[config.mk]
export PLATFORM = sky130hd
export DESIGN_NAME = synth_div_cfg
export DESIGN_NICKNAME = d
export VERILOG_FILES = /design/src/rtl/synth_cfg_pkg.sv /design/src/rtl/cfg_rst_sync.sv /design/src/rtl/cfg_edge_rise.sv /design/src/rtl/cfg_shift_chain.sv /design/src/rtl/cfg_field_latch.sv /design/src/rtl/synth_div_cfg.sv
export SDC_FILE = /design/constraint.sdc
export NUM_CORES = 1
export LEC_CHECK = 0
export BUFFER_PORTS_ARGS = -buffer_cell sky130_fd_sc_hd__buf_2
export CAP_MARGIN = 20
export CORE_MARGIN = 4
export CORE_UTILIZATION = 53
export DETAILED_ROUTE_END_ITERATION = 6
export PLACE_DENSITY_LB_ADDON = 0.05
export SLEW_MARGIN = 20
export SYNTH_ARGS = -nofsm -noshare
export SYNTH_HDL_FRONTEND = slang
export SYNTH_SLANG_ARGS = --single-unit
[constraint.sdc]
create_clock -name clk -period 3.2 [get_ports clk]
set_clock_uncertainty 0.1 [all_clocks]
set_input_delay 0.48 -clock clk [delete_from_list [all_inputs] [get_ports clk]]
set_output_delay 0.48 -clock clk [all_outputs]
set_load 0.02 [all_outputs]
[src/rtl/synth_cfg_pkg.sv]
`timescale 1ns/1ps
package synth_cfg_pkg;
  parameter int M_W     = 9;
  parameter int N_W     = 2;
  parameter int T_W     = 3;
  parameter int M_MIN   = 200;
  parameter int M_MAX   = 400;
  parameter int M_RESET = 200;
  localparam int CHAIN_W = T_W + N_W + M_W;
endpackage

[src/rtl/cfg_rst_sync.sv]
`timescale 1ns/1ps
module cfg_rst_sync #(
  parameter int STAGES = 2
) (
  input  logic clk,
  input  logic rst_n,
  output logic rst_s_n
);
  logic [STAGES-1:0] stage_q;
  logic [STAGES-1:0] stage_d;

  always_comb stage_d = {stage_q[STAGES-2:0], 1'b1};

  always_ff @(posedge clk or negedge rst_n) begin
    if (!rst_n) stage_q <= '0;
    else        stage_q <= stage_d;
  end

  assign rst_s_n = stage_q[STAGES-1];
endmodule

[src/rtl/cfg_edge_rise.sv]
`timescale 1ns/1ps
module cfg_edge_rise (
  input  logic clk,
  input  logic rst_n,
  input  logic level,
  output logic rise
);
  logic level_q;

  always_ff @(posedge clk or negedge rst_n) begin
    if (!rst_n) level_q <= 1'b0;
    else        level_q <= level;
  end

  assign rise = level & ~level_q;
endmodule

[src/rtl/cfg_shift_chain.sv]
`timescale 1ns/1ps
module cfg_shift_chain #(
  parameter int W = 14
) (
  input  logic         clk,
  input  logic         rst_n,
  input  logic         shift_en,
  input  logic         din,
  output logic [W-1:0] chain_q
);
  logic [W-1:0] chain_d;

  always_comb begin
    chain_d = chain_q;
    if (shift_en) chain_d = {chain_q[W-2:0], din};
  end

  always_ff @(posedge clk or negedge rst_n) begin
    if (!rst_n) chain_q <= '0;
    else        chain_q <= chain_d;
  end
endmodule

[src/rtl/cfg_field_latch.sv]
`timescale 1ns/1ps
module cfg_field_latch #(
  parameter int W   = 9,
  parameter int RST = 0
) (
  input  logic         clk,
  input  logic         rst_n,
  input  logic         ld_hi,
  input  logic [W-1:0] d_hi,
  input  logic         ld_lo,
  input  logic [W-1:0] d_lo,
  output logic [W-1:0] q,
  output logic [W-1:0] q_nxt
);
  localparam logic [W-1:0] RST_V = W'(RST);

  always_comb begin
    q_nxt = q;
    if (ld_hi)      q_nxt = d_hi;
    else if (ld_lo) q_nxt = d_lo;
  end

  always_ff @(posedge clk or negedge rst_n) begin
    if (!rst_n) q <= RST_V;
    else        q <= q_nxt;
  end
endmodule

[src/rtl/synth_div_cfg.sv]
`timescale 1ns/1ps
module synth_div_cfg
  import synth_cfg_pkg::*;
#(
  parameter int MW = M_W,
  parameter int NW = N_W,
  parameter int TW = T_W
) (
  input  logic          clk,
  input  logic          rst_n,
  input  logic          ser_data,
  input  logic          ser_clk,
  input  logic          ser_load,
  input  logic          par_load,
  input  logic [MW-1:0] par_m,
  input  logic [NW-1:0] par_n,
  output logic [MW-1:0] m_out,
  output logic [NW-1:0] n_code,
  output logic [TW-1:0] test_bits,
  output logic          m_range_err
);
  localparam int CW = TW + NW + MW;
  localparam logic [MW-1:0] M_LO = MW'(M_MIN);
  localparam logic [MW-1:0] M_HI = MW'(M_MAX);

  logic          rst_s_n;
  logic          shift_en;
  logic [CW-1:0] chain_q;
  logic          ser_take;
  logic [MW-1:0] m_nxt;
  logic [NW-1:0] n_nxt;
  logic [TW-1:0] t_nxt;
  logic          err_d;
  logic          err_q;

  cfg_rst_sync #(.STAGES(2)) u_rst (
    .clk(clk), .rst_n(rst_n), .rst_s_n(rst_s_n)
  );

  cfg_edge_rise u_edge (
    .clk(clk), .rst_n(rst_s_n), .level(ser_clk), .rise(shift_en)
  );

  cfg_shift_chain #(.W(CW)) u_chain (
    .clk(clk), .rst_n(rst_s_n), .shift_en(shift_en), .din(ser_data),
    .chain_q(chain_q)
  );

  // serial copy only when the parallel strobe is idle
  assign ser_take = ser_load & ~par_load;

  cfg_field_latch #(.W(MW), .RST(M_RESET)) u_m (
    .clk(clk), .rst_n(rst_s_n),
    .ld_hi(par_load), .d_hi(par_m),
    .ld_lo(ser_take), .d_lo(chain_q[MW-1:0]),
    .q(m_out), .q_nxt(m_nxt)
  );

  cfg_field_latch #(.W(NW), .RST(0)) u_n (
    .clk(clk), .rst_n(rst_s_n),
    .ld_hi(par_load), .d_hi(par_n),
    .ld_lo(ser_take), .d_lo(chain_q[MW+NW-1:MW]),
    .q(n_code), .q_nxt(n_nxt)
  );

  cfg_field_latch #(.W(TW), .RST(0)) u_t (
    .clk(clk), .rst_n(rst_s_n),
    .ld_hi(1'b0), .d_hi({TW{1'b0}}),
    .ld_lo(ser_take), .d_lo(chain_q[CW-1:MW+NW]),
    .q(test_bits), .q_nxt(t_nxt)
  );

  // flag registered from the next modulus so it moves with m_out
  always_comb err_d = (m_nxt < M_LO) || (m_nxt > M_HI);

  always_ff @(posedge clk or negedge rst_s_n) begin
    if (!rst_s_n) err_q <= 1'b0;
    else          err_q <= err_d;
  end

  assign m_range_err = err_q;
endmodule

==> impl_results.md <==
- Number of failing hold endpoints at the final stage: 0
- Class of the tightest hold or removal check: input pin to flip-flop
- Number of register bits inferred by synthesis: 32
- Number of antenna violations at the first check in global routing: 0
- Peak clock frequency supported by timing: 0.548 GHz
- Die outline width: approximately 57 microns
- Most used cells in the layout excluding fill and tap cells: sky130_fd_sc_hd__buf_2, sky130_fd_sc_hd__dfrtp_1, sky130_fd_sc_hd__mux2_2, sky130_fd_sc_hd__nand2_1, sky130_fd_sc_hd__mux2i_1
- Share of final-layout standard cells stronger than drive strength 1: between 40% and 50%
- Portion of the post-synthesis area used by sequential elements: a little over three fifths
- Remaining max-slew budget at the tightest pin: 59.9%
- Number of diodes: 0
- Hold path cells: 1
- Die area: 3280 sq um
- R2R setup slack: 1.52 ns
- HPWL reported at the end of detailed placement: 1640 microns
- Height of the chip: about 57 microns
- Worst reg2reg path startpoint: u_chain.chain_q[3]
- Number of global-route vias before repair: 890
- Clock net sink count: 32
- Nets in the synthesized netlist: 113
- Number of distinct library cells after synthesis: 17
- Average vias per placed instance: roughly 5.2
- Post-CTS repair timing setup buffer count: 0
- Data required time of the critical path: 3.30 ns
- Most common cell after layout, fill and taps aside: sky130_fd_sc_hd__buf_2
- Clock insertion delay at the later pin of the skew report: 0.33 ns
- Type of the worst setup path: input pin to flip-flop
- Setup crit end kind: flip-flop
- Slowest-stage cell, CP: sky130_fd_sc_hd__o41a_1
- Critical R2R Capture: m_range_err
- CTS H-tree lvls: 2
- Count of pins on the block boundary: 32
- Count of final max-slew check failures: 0
- Mean post-synth cell area: between 10 and 15 sq um
- Worst Reg2Reg Path Length in Cells: 5
- Number of nets with antenna violations after routing: 0
- Remaining DRCs: 0
- Largest stage delay on the critical path: 0.47 ns
- Worst Path Max Fanout: 12
- Starting density of the core: 57.1%
- Maximum number of pins on one net before global-route repair: 30
- Number of nets in the final layout: 149
- Clock tree from TritonCTS: built
- Total global routing track utilization: 16.2%
- Area added between synthesis and finish: 19.0%
- Buf+Inv Stages, Crit Path: 1
- Cell family contributing the most delay on the critical path: compound AO/OA/AOI/OAI gates
- Overall overflow remaining after global route: 0
- First-iteration detailed-routing DRC count: 9
- Arrival time of data at the critical path endpoint: 1.93 ns
- Core Region: about 2300 sq um
- Number of synthesis warnings: 0
- Critical hold path startpoint: ser_clk
- Worst IR Drop VDD: 0.000514 V
- Post-Syn Area: roughly 1300 sq um
- Worst hold path endpoint: u_edge.level_q
- Count of vias placed by the detailed router: 841
- Cell breakdown of the critical path: buf_2 > mux2i_1 > o21ai_0 > o41a_1 > o31ai_1 > a21oi_1
- Unrepaired setup endpoints after global routing: no
- Final-layout fill cell count: 194
- Final worst path period need: 1.83 ns
- Instance count of the mapped netlist: 96
- Leakage power summed over all cells: 0.752 nW
- Clk root buf: sky130_fd_sc_hd__clkbuf_4
- Outcome: finished clean
- Total of max-cap violations: 0
- Critical Path Source Type: input pin
- Tightest Pin Transition: 0.602 ns
- Number of port buffers: 31
- Non-Filler Instances: 161
- Power density normalized to cell area: between 700 and 800 nW/um^2
- Std-Cell Rows: 17
- Final setup fails: 0
- Maximum root-to-sink buffer count: 2
- GP Congestion: 0.750
- Routed Wire Length: 2360 microns
- Wire length of the first global-routing pass: ~4000 microns
- Number of buffers created by CTS: 5
- Total negative slack: 0 ns
- Final critical-path share of the clock period: 57.1%
- Clock edge transition at the registers on the reported setup and hold paths: 0.09 ns
- Placed cells: 152
- Number of iterations in the first detailed-routing pass: 3
- Wire length per cell after detailed routing: between 10 and 15 microns
flip-flops by register name, indices dropped and copies added (netlist names):
register / cells
u_chain.chain_q: 14
u_n.q: 2
u_edge.level_q: 1
u_m.q: 9
m_range_err: 1
u_t.q: 3
u_rst.stage_q: 2
Yosys cell counts:
master	n	share of area [%]
sky130_fd_sc_hd__nand2_1	12	3.5
sky130_fd_sc_hd__buf_2	3	1.2
sky130_fd_sc_hd__dfstp_2	3	6.1
sky130_fd_sc_hd__mux2i_1	11	8.6
sky130_fd_sc_hd__o31ai_1	1	0.58
sky130_fd_sc_hd__a21oi_1	1	0.39
sky130_fd_sc_hd__o21ai_0	8	3.1
sky130_fd_sc_hd__nor2b_1	1	0.49
sky130_fd_sc_hd__buf_6	1	0.87
sky130_fd_sc_hd__dfrtp_1	29	56
sky130_fd_sc_hd__clkbuf_1	1	0.29
sky130_fd_sc_hd__conb_1	1	0.29
sky130_fd_sc_hd__mux2_2	17	15
sky130_fd_sc_hd__nor3_1	2	0.78
sky130_fd_sc_hd__or2b_1	1	0.58
sky130_fd_sc_hd__o21ai_1	3	1.2
sky130_fd_sc_hd__o41a_1	1	0.87
repair_timing:
item / 4_1_cts / 5_1_grt
resized for setup: 0 / 0
hold buffers: 1 / 0
endpoints found under the hold margin: 2 / 0
through the flow:
step	setup WS (ns)	util [%]	power [mW]	instance area, sq um	hold slack (ns)
after floorplan	1.48	-	0.810	1290	0.0844
after global placement	1.12	64.9	0.902	1460	0.164
after detailed placement	1.04	64.9	0.913	1460	0.166
after CTS	1.38	68.0	1.15	1530	0.159
after global routing	1.27	68.0	1.21	1530	0.146
final	1.37	68.0	1.14	1530	0.165
cell type report:
| class | count | area, sq um | share of cell area (%) |
|---|---|---|---|
| multi-input combinational | 59 | 453 | 29.6 |
| clock buffer | 8 | 58.8 | 3.84 |
| tap | 28 | 35.0 | 2.29 |
| timing repair buffer | 34 | 180 | 11.8 |
| sequential | 32 | 806 | 52.6 |
routing by layer:
metal	vias up	track usage (%)	wire length, microns
met5	-	0	0
met4	0	6.95	38
met3	7	6.79	124
met2	21	24.6	1130
met1	406	20.4	1070
li1	407	-	-
report_power, final:
| group | switching (mW) | internal, mW | total [mW] |
|---|---|---|---|
| sequential | 0.0825 | 0.532 | 0.615 |
| combinational | 0.144 | 0.143 | 0.288 |
| clock | 0.128 | 0.108 | 0.236 |
worst reg2reg max path, cell delays in order (launching register included):
cell and delay, ns:
sky130_fd_sc_hd__dfrtp_1 0.41, sky130_fd_sc_hd__mux2i_1 0.14, sky130_fd_sc_hd__o21ai_0 0.16, sky130_fd_sc_hd__o41a_1 0.47, sky130_fd_sc_hd__o31ai_1 0.20, sky130_fd_sc_hd__a21oi_1 0.10
how the worst max path moves through the flow:
stage / to / startpoint / depth (start not counted) / slack, ns
after detailed placement: m_range_err / ser_load / 6 / 1.04
after CTS: m_range_err / ser_load / 6 / 1.38
after floorplan: m_range_err / ser_load / 6 / 1.48
final: m_range_err / ser_load / 6 / 1.37
after global routing: m_range_err / ser_load / 6 / 1.27
after global placement: m_range_err / ser_load / 6 / 1.12
cell families after synthesis:
logic type	synth area share, %
buffers and inverters	2.33
and+or+nand+nor	5.35
muxes	23.4
AOI/OAI and AO/OA	6.12
other	0.291
DFF	62.5
Power figures use the tool's default switching activity.
